===== config.mk =====
export PLATFORM = sky130hd
export DESIGN_NAME = twostage_wdt
export DESIGN_NICKNAME = d
export VERILOG_FILES = /design/src/rtl/wdt_pkg.sv /design/src/rtl/wdt_timebase.sv /design/src/rtl/wdt_pulse_gen.sv /design/src/rtl/wdt_ctrl_regs.sv /design/src/rtl/twostage_wdt.sv
export SDC_FILE = /design/constraint.sdc
export NUM_CORES = 1
export LEC_CHECK = 0
export BUFFER_PORTS_ARGS = -buffer_cell sky130_fd_sc_hd__buf_2
export CAP_MARGIN = 15
export CORE_ASPECT_RATIO = 2
export CORE_UTILIZATION = 41
export DETAILED_ROUTE_END_ITERATION = 7
export PLACE_DENSITY = 0.64
export SLEW_MARGIN = 20
export SYNTH_ARGS = -nofsm -noshare
export SYNTH_HDL_FRONTEND = slang
export SYNTH_HIERARCHICAL = 1
export SYNTH_SLANG_ARGS = --single-unit

===== constraint.sdc =====
create_clock -name clk -period 2.2 [get_ports clk]
set_input_delay 0.44 -clock clk [delete_from_list [all_inputs] [get_ports clk]]
set_output_delay 0.44 -clock clk [all_outputs]
set_load 0.05 [all_outputs]

===== src/rtl/wdt_pkg.sv =====
package wdt_pkg;
  // register byte offsets
  localparam int OFF_CTRL_A = 'h0;
  localparam int OFF_CTRL_B = 'h4;
  localparam int OFF_TBASE  = 'h8;
  // control A bit positions
  localparam int BIT_CAUSE   = 3;
  localparam int BIT_PENDING = 2;
  localparam int BIT_EN_A    = 1;
  // control B bit positions
  localparam int BIT_EN_B    = 0;

  typedef enum logic [1:0] {
    SEL_CTRL_A = 2'd0,
    SEL_CTRL_B = 2'd1,
    SEL_TBASE  = 2'd2,
    SEL_NONE   = 2'd3
  } reg_sel_e;
endpackage


===== src/rtl/wdt_timebase.sv =====
module wdt_timebase #(
  parameter int DATA_W   = 32,
  parameter int IVL_LOG2 = 6
) (
  input  logic              clk,
  input  logic              rst_n,
  input  logic              run,
  input  logic              clr,
  output logic [DATA_W-1:0] count,
  output logic              expire
);
  localparam logic [IVL_LOG2-1:0] WRAP_VAL = '1;

  logic [DATA_W-1:0] cnt_q;

  always_ff @(posedge clk or negedge rst_n) begin
    if (!rst_n)   cnt_q <= '0;
    else if (clr) cnt_q <= '0;
    else          cnt_q <= cnt_q + 1'b1;
  end

  assign count  = cnt_q;
  assign expire = run && (cnt_q[IVL_LOG2-1:0] == WRAP_VAL);

  // a service or reset issue always restarts the timebase at zero
  a_r3_clear_zeroes: assert property (@(posedge clk) disable iff (!rst_n)
    clr |=> (cnt_q == '0));
  // otherwise the timebase advances by one per cycle
  a_r3_free_run: assert property (@(posedge clk) disable iff (!rst_n)
    !clr |=> (cnt_q == $past(cnt_q) + 1'b1));
endmodule


===== src/rtl/wdt_pulse_gen.sv =====
module wdt_pulse_gen #(
  parameter int PULSE_CYCLES = 4
) (
  input  logic clk,
  input  logic rst_n,
  input  logic start,
  output logic pulse
);
  localparam int CW = $clog2(PULSE_CYCLES + 1);
  localparam logic [CW-1:0] LOAD_VAL = CW'(PULSE_CYCLES);

  logic [CW-1:0] left_q;

  always_ff @(posedge clk or negedge rst_n) begin
    if (!rst_n)              left_q <= '0;
    else if (start)          left_q <= LOAD_VAL;
    else if (left_q != '0)   left_q <= left_q - 1'b1;
  end

  assign pulse = (left_q != '0);

  // the pulse never ends early
  a_r5_pulse_holds: assert property (@(posedge clk) disable iff (!rst_n)
    (left_q > 1) |=> pulse);
  // the pulse starts high the edge after start
  a_r5_pulse_starts: assert property (@(posedge clk) disable iff (!rst_n)
    start |=> pulse);
  // no retrigger while a pulse is running
  a_r5_no_retrigger: assert property (@(posedge clk) disable iff (!rst_n)
    start |-> !pulse);
endmodule


===== src/rtl/wdt_ctrl_regs.sv =====
module wdt_ctrl_regs
  import wdt_pkg::*;
#(
  parameter int DATA_W      = 32,
  parameter int ADDR_W      = 4,
  parameter bit ENABLE_ONCE = 1'b0
) (
  input  logic              clk,
  input  logic              rst_n,
  input  logic [ADDR_W-1:0] addr,
  input  logic              wr,
  input  logic [DATA_W-1:0] wdata,
  input  logic              rd,
  output logic [DATA_W-1:0] rdata,
  input  logic [DATA_W-1:0] tbase,
  input  logic              expire,
  output logic              run,
  output logic              service,
  output logic              fire_rst,
  output logic              pending,
  output logic              irq
);
  reg_sel_e    sel;
  logic        wr_a, wr_b, cause_clr, expire_eff, lock;
  logic        en_a_q, en_b_q, pend_q, cause_q, irq_q;
  logic [DATA_W-1:0] rd_mux, rdata_q;
  logic        unused_wdata;

  always_comb begin
    if      (addr == ADDR_W'(OFF_CTRL_A)) sel = SEL_CTRL_A;
    else if (addr == ADDR_W'(OFF_CTRL_B)) sel = SEL_CTRL_B;
    else if (addr == ADDR_W'(OFF_TBASE))  sel = SEL_TBASE;
    else                                  sel = SEL_NONE;
  end

  assign unused_wdata = ^wdata;
  assign wr_a       = wr && (sel == SEL_CTRL_A);
  assign wr_b       = wr && (sel == SEL_CTRL_B);
  assign service    = wr_a && wdata[BIT_PENDING];
  assign cause_clr  = wr_a && wdata[BIT_CAUSE];
  assign expire_eff = expire && !service;
  assign fire_rst   = expire_eff && pend_q;
  assign run        = en_a_q || en_b_q;
  assign lock       = ENABLE_ONCE && run;

  // pending flag and interrupt
  always_ff @(posedge clk or negedge rst_n) begin
    if (!rst_n) begin
      pend_q <= 1'b0;
      irq_q  <= 1'b0;
    end else begin
      irq_q <= expire_eff && !pend_q;
      if (service)         pend_q <= 1'b0;
      else if (expire_eff) pend_q <= !pend_q;
    end
  end

  // reset-cause flag: only power-on or write-one clears it
  always_ff @(posedge clk or negedge rst_n) begin
    if (!rst_n)         cause_q <= 1'b0;
    else if (fire_rst)  cause_q <= 1'b1;
    else if (cause_clr) cause_q <= 1'b0;
  end

  // split enable bits, optionally locked once running
  always_ff @(posedge clk or negedge rst_n) begin
    if (!rst_n) begin
      en_a_q <= 1'b0;
      en_b_q <= 1'b0;
    end else begin
      if (wr_a) en_a_q <= lock ? (en_a_q | wdata[BIT_EN_A]) : wdata[BIT_EN_A];
      if (wr_b) en_b_q <= lock ? (en_b_q | wdata[BIT_EN_B]) : wdata[BIT_EN_B];
    end
  end

  always_comb begin
    rd_mux = '0;
    case (sel)
      SEL_CTRL_A: begin
        rd_mux[BIT_CAUSE]   = cause_q;
        rd_mux[BIT_PENDING] = pend_q;
        rd_mux[BIT_EN_A]    = en_a_q;
      end
      SEL_CTRL_B: rd_mux[BIT_EN_B] = en_b_q;
      SEL_TBASE:  rd_mux = tbase;
      default:    rd_mux = '0;
    endcase
  end

  always_ff @(posedge clk or negedge rst_n) begin
    if (!rst_n) rdata_q <= '0;
    else        rdata_q <= rd ? rd_mux : '0;
  end

  assign rdata   = rdata_q;
  assign pending = pend_q;
  assign irq     = irq_q;

  // the interrupt is a single-cycle pulse
  a_r4_irq_single: assert property (@(posedge clk) disable iff (!rst_n)
    irq_q |=> !irq_q);
  // an interrupt always comes with the pending flag set
  a_r4_irq_with_pending: assert property (@(posedge clk) disable iff (!rst_n)
    irq_q |-> pend_q);
  // the cause flag survives everything except a write of one
  a_r9_cause_sticky: assert property (@(posedge clk) disable iff (!rst_n)
    (cause_q && !cause_clr) |=> cause_q);
  // with both enables clear, nothing expires
  a_r7_idle_quiet: assert property (@(posedge clk) disable iff (!rst_n)
    (!en_a_q && !en_b_q) |=> !irq_q);

  generate
    if (ENABLE_ONCE) begin : g_lock_chk
      // enable bits cannot be cleared once the watchdog is running
      a_r8_en_a_locked: assert property (@(posedge clk) disable iff (!rst_n)
        en_a_q |=> en_a_q);
      a_r8_en_b_locked: assert property (@(posedge clk) disable iff (!rst_n)
        en_b_q |=> en_b_q);
    end
  endgenerate
endmodule


===== src/rtl/twostage_wdt.sv =====
module twostage_wdt #(
  parameter int DATA_W       = 32,
  parameter int ADDR_W       = 4,
  parameter int IVL_LOG2     = 6,
  parameter int PULSE_CYCLES = 4,
  parameter bit ENABLE_ONCE  = 1'b0
) (
  input  logic              clk,
  input  logic              rst_n,
  input  logic [ADDR_W-1:0] bus_addr,
  input  logic              bus_wr,
  input  logic [DATA_W-1:0] bus_wdata,
  input  logic              bus_rd,
  output logic [DATA_W-1:0] bus_rdata,
  output logic              wdt_irq,
  output logic              wdt_rst_req
);
  logic [DATA_W-1:0] tb_count;
  logic tb_expire, run, service, fire_rst, pending, tb_clr;

  assign tb_clr = service || fire_rst;

  wdt_timebase #(.DATA_W(DATA_W), .IVL_LOG2(IVL_LOG2)) u_tbase (
    .clk(clk), .rst_n(rst_n), .run(run), .clr(tb_clr),
    .count(tb_count), .expire(tb_expire));

  wdt_ctrl_regs #(.DATA_W(DATA_W), .ADDR_W(ADDR_W), .ENABLE_ONCE(ENABLE_ONCE)) u_regs (
    .clk(clk), .rst_n(rst_n), .addr(bus_addr), .wr(bus_wr), .wdata(bus_wdata),
    .rd(bus_rd), .rdata(bus_rdata), .tbase(tb_count), .expire(tb_expire),
    .run(run), .service(service), .fire_rst(fire_rst), .pending(pending),
    .irq(wdt_irq));

  wdt_pulse_gen #(.PULSE_CYCLES(PULSE_CYCLES)) u_pulse (
    .clk(clk), .rst_n(rst_n), .start(fire_rst), .pulse(wdt_rst_req));

  // the reset request rises with the pending flag just cleared
  a_r5_pending_cleared: assert property (@(posedge clk) disable iff (!rst_n)
    $rose(wdt_rst_req) |-> (!pending && !wdt_irq));
  // a reset request is only ever preceded by a pending state
  a_r5_needs_pending: assert property (@(posedge clk) disable iff (!rst_n)
    $rose(wdt_rst_req) |-> $past(pending));
endmodule


# Word-level counts from Yosys, hierarchy flattened
# Index checks and enable logic that the tools add are counted.
# word_totals
wordCells,47
ff_bits,72
# op_classes
n_mux,14
n_addsub,2
n_eq_ne,5
reduce_logical,18
# ops
op,n
2-to-1 mux 32 bit,2
"adder 32 x 1 -> 32 bit, second input constant",1
2-to-1 mux 28 bit,1
logical AND 1 bit,8
"== test 6 bit, second input constant",1
2-to-1 mux 3 bit,2
one-hot mux 3 bit (2 select lines),1
nonzero test 2 bit,3
2-to-1 mux 1 bit,5
"== test 4 x 3 -> 1 bit, second input constant",1
"== test 4 bit, second input constant",1
zero test 4 bit,1
2-to-1 mux 2 bit,2
nonzero test 3 bit,1
"subtractor 3 x 1 -> 3 bit, second input constant",1
"== test 2 x 1 -> 1 bit, second input constant",1
"== test 2 bit, second input constant",1
zero test 1 bit,2
zero test 2 bit,1
logical OR 1 bit,2
one-hot mux 1 bit (2 select lines),1

# Logic depth before layout (Yosys ltp)
# logic_depth
ltp_word,12
mapped_depth,10

# By module
# The synthesis kept the hierarchy.
# modules_own_cells
module,area_per_inst_um2,seq_area_each_um2,cells_each,n_inst
wdt_timebase,1667.8,800.8,172,1
wdt_ctrl_regs,1331.3,925.9,100,1
wdt_pulse_gen,177.7,75.1,16,1
twostage_wdt,6.3,0.0,1,1

# Least setup slack after synthesis
# Ideal clock, no wire load.
# synth_timing
path_kind,input port to flip-flop
from,input bus_addr[2]
to,register u_tbase.cnt_q[10] (netlist: u_tbase/count[10])
slack_ns,-0.333
arrival_time_ns,2.460
n_path_buf,3
required_ns,2.128
stages,10
path_cell_list,or3_2 -> inv_1 -> ha_1 -> nand3_1 -> and3_1 -> or2_1 -> clkbuf_1 -> clkbuf_1 -> clkbuf_1 -> nor2_1
# synth_via
elab_chain_len,12
# synth_rtl
item,line,source
"start, declared",twostage_wdt.sv:10,"input logic [ADDR_W-1:0] bus_addr,"
== test 4 bit,wdt_ctrl_regs.sv:32,else if (addr == ADDR_W'(OFF_TBASE)) sel = SEL_TBASE;
2-to-1 mux 1 bit,wdt_ctrl_regs.sv:32,
2-to-1 mux 2 bit,wdt_ctrl_regs.sv:31,else if (addr == ADDR_W'(OFF_CTRL_B)) sel = SEL_CTRL_B;
2-to-1 mux 2 bit (*),wdt_ctrl_regs.sv:30,if (addr == ADDR_W'(OFF_CTRL_A)) sel = SEL_CTRL_A;
zero test 2 bit (*),wdt_ctrl_regs.sv:37,assign wr_a = wr && (sel == SEL_CTRL_A);
logical AND 1 bit (*),wdt_ctrl_regs.sv:37,
logical AND 1 bit (*),wdt_ctrl_regs.sv:39,assign service = wr_a && wdata[BIT_PENDING];
zero test 1 bit (*),wdt_ctrl_regs.sv:41,assign expire_eff = expire && !service;
logical AND 1 bit (*),wdt_ctrl_regs.sv:41,
logical AND 1 bit (*),wdt_ctrl_regs.sv:42,assign fire_rst = expire_eff && pend_q;
net fire_rst,twostage_wdt.sv:19,"logic tb_expire, run, service, fire_rst, pending, tb_clr;"
logical OR 1 bit (*),twostage_wdt.sv:21,assign tb_clr = service || fire_rst;
net tb_clr,twostage_wdt.sv:19,
2-to-1 mux 32 bit (*),wdt_timebase.sv:18,else if (clr) cnt_q <= '0;
"end signal, assigned",wdt_timebase.sv:19,else cnt_q <= cnt_q + 1'b1;
"end, declared",wdt_timebase.sv:14,logic [DATA_W-1:0] cnt_q;
# The timed path passes the listed nets; every way through them passes the cells marked *.
# A chain may end at the register's enable or synchronous reset.

# Final worst setup path
# layout_timing
from,input bus_addr[2]
to,register u_tbase.cnt_q[20] (netlist: u_tbase/count[20])
# Same word-level chain as after synthesis.

==> impl_metrics.py <==
metrics = {
    "layout": {
        "instances_no_fill": 452,
        "final_area_sq_um": 3990,
        "syn_to_final_growth_pct": 25.5,
        "multiInputGateArea_sq_um": 1290,
        "nets": 399,
        "seq_area_sq_um": 1800,
        "fillerInstances": 708,
        "drive_gt1_share_pct": 28.5,
        "insertedDiodeCount": 0,
    },
    "clock_tree": {
        "clk_pin_slew_ns": 0.05,
        "cts_buffers": 9,
        "clk_latency_ns": 0.33,
        "cts_tree": "yes",
        "post-cts-setup-buffer-count": 0,
        "hold_buffers": 0,
        "cts_root_buffer": "clkbuf_16",
        "cts-resized-gates": 0,
        "clock-sinks": 72,
        "clk_path_buf_depth": 2,
        "htree_levels": 3,
    },
    "floorplanning": {
        "die_w_microns": 64.3,
        "ios": 74,
        "fp-row-count": 45,
        "core_sq_um": 7540,
        "start_util_pct": 42.2,
        "dieArea_sq_um": 8140,
        "die_y_microns": 127,
    },
    "run": {
        "drv_cap": 0,
    },
    "place": {
        "gp_congestion": 0.809,
        "io_buffers": 45,
        "dp_cells": 436,
        "hpwl_microns": 4840,
        "dpl_cell_area_sq_um": 3670,
    },
    "power": {
        "p_int_mw": 2.91,
        "power.switching_mw": 1.17,
        "power_leakage_nw": 2.03,
        "ir_drop_v": 0.000652,
        "finalPower_mw": 4.08,
        "p_comb_share_pct": 18.2,
        "p_clk_share_pct": 37.0,
        "swShare_pct": 28.6,
        "p_seq_share_pct": 44.8,
        "p_per_area_nw_per_um2": 1020,
    },
    "global_routing": {
        "grt_use_total_pct": 18.8,
        "grt_overflow": 0,
        "grt_pass1_vias": 2535,
        "grt_pass1_wl_microns": 11500,
        "grt_antenna_before_repair": 0,
        "grt_max_degree": 30,
    },
    "route": {
        "post-route-drc-count": 0,
        "drtAntennaViolNets": 0,
        "drt_first_pass_iters": 4,
        "vias_per_cell": 5.33,
        "drt_iter0_markers": 103,
        "wl_microns": 6790,
        "routedWlPerCell_microns": 15.0,
        "vias": 2411,
    },
    "min_path": {
        "hp-class": "in -> async",
    },
    "logic_synthesis": {
        "synth-edff-count": 0,
        "synthesis.area_sq_um": 3180,
        "synth_flop_cell": "dfrtp_1",
        "async_flop_share_pct": 100,
        "syn_inst": 289,
        "synth_fp_nets": 335,
        "synth_area_per_cell_sq_um": 11.0,
        "ys_types": 40,
        "ys_warn_count": 6,
        "seq_area_frac_synth_pct": 56.6,
        "ys_seq_elements": 72,
    },
    "critical_path": {
        "path_max_fanout": 13,
        "end_kind": "flip-flop",
        "critPathLaunchType": "input port",
        "cp.required_ns": 2.45,
        "worstSetupPathType": "in -> reg",
        "worstPathArrival_ns": 2.26,
    },
    "timing": {
        "maxClockFrequency_mhz": 499,
        "final_hold_viol_count": 0,
        "finClkSkew_ns": 0.00643,
        "slew_headroom_pct": 58.8,
        "setup_viol": 0,
        "finalCriticalPeriod_ns": 2.00,
        "period_share_pct": 91.1,
        "holdWs_ns": 0.121,
        "rsz0062_at_grt": "false",
        "slew_violations": 0,
        "worst_slew_pin_slew_ns": 0.619,
    },
    "outcome": {
        "outcome": "completed",
    },
}
critical path, cell delays in order:
cell     delay [ns]
buf_2          0.11
or3_4          0.39
inv_2          0.09
ha_4           0.14
nand3_2        0.08
and3_4         0.19
or2_1          0.40
buf_4          0.27
a21oi_1        0.15
path summary, 6_finish.rpt:
| check | startpoint | to | slack [ns] | cells past startpoint |
|---|---|---|---|---|
| max | bus_addr[2] | u_tbase/count[20] | 0.20 | 9 |
| min | rst_n | u_regs/rdata[12] | 0.12 | 1 |
| max reg2reg | u_regs/en_a_q | u_tbase/count[20] | 0.21 | 6 |
| min reg2reg | u_tbase/count[0] | u_tbase/count[0] | 0.48 | 1 |
| max in group asynchronous | rst_n | u_regs/rdata[26] | 1.53 | 2 |
| min in group clk | bus_wdata[1] | u_regs/en_a_q | 0.34 | 2 |
cells in the mapped netlist (all sizes together) (7+ instances only):
cell,count,share of area [%]
dfrtp,72,57
and3,32,6.3
nor2,22,2.6
a21oi,15,2.4
nand4,12,3.0
nand2,11,1.3
nand3,11,1.7
clkbuf,10,1.2
inv,9,1.1
xor2,9,2.5
o31ai,8,1.9
or3,8,1.6
or4,8,1.9
o21ai,7,1.1
cell usage in the layout, fill, tap and decap left out, types with 3 or more instances in the layout:
master     instances
nor2_1            22
clkbuf_8           4
mux2_2             6
or4_1              8
buf_2             45
nand3_1           10
nand4_1           10
nand2_1           11
dfrtp_1           72
a21oi_1           15
o21ai_0            7
and4_1             4
inv_1              8
a22oi_1            4
clkbuf_16          9
and3_1            30
buf_4             22
ha_1               5
nor3b_1            3
xor2_1             9
o31ai_1            8
nor2b_1            5
or3_1              7
xnor2_1            4
and2_1             4
final cells by class:
class	instances	share of cell area, %
Clock inverter	2	0.877
Sequential cell	72	45.1
Clock buffer	14	7.11
Inverter	9	0.846
Tap cell	94	2.94
Multi-Input combinational cell	192	32.3
Timing Repair Buffer	69	10.8
per-stage QoR:
stage                     util [%]  TNS, ns  setup WS (ns)
after global routing          52.9        0          0.106
after CTS                     52.9        0          0.203
after detailed placement      48.7    -2.75         -0.146
after global placement        48.7    -1.51        -0.0945
final                         52.9        0          0.197
after floorplan                  -        0         0.0594
cells by family after synthesis:
kind of cell	after synthesis	synth area share (%)
AO/OA/AOI/OAI	37	7.11
buffers and inverters	25	3.66
adder cells (fa/ha/maj)	6	2.36
AND/OR/NAND/NOR	130	24.6
flip-flops	72	56.6
XOR/XNOR	13	3.58
multiplexers	6	2.12
power by group through the flow:
| stage | logic, mW | registers, mW | clock network, mW |
|---|---|---|---|
| after floorplan | 0.468 | 1.84 | 0 |
| after global placement | 0.707 | 1.83 | 0 |
| after detailed placement | 0.742 | 1.85 | 0 |
| after CTS | 0.750 | 1.83 | 1.54 |
| after global routing | 0.826 | 1.87 | 1.59 |
| final | 0.742 | 1.83 | 1.51 |
layer usage:
layer | global-route usage, % | up-vias | wire length [microns]
met5 | 0 | - | 0
met4 | 11.4 | 0 | 179
met3 | 4.50 | 9 | 208
met2 | 34.1 | 49 | 3860
met1 | 18.6 | 1188 | 2540
li1 | - | 1165 | -
sequential cells by signal, summed over array words and instances, names as in the netlist:
register / count
u_pulse/left_q: 3
u_regs/irq: 1
u_tbase/count: 32
u_regs/en_b_q: 1
u_regs/en_a_q: 1
u_regs/rdata: 32
u_regs/cause_q: 1
u_regs/pending: 1
Note: power is estimated with default switching activity, not from simulation.
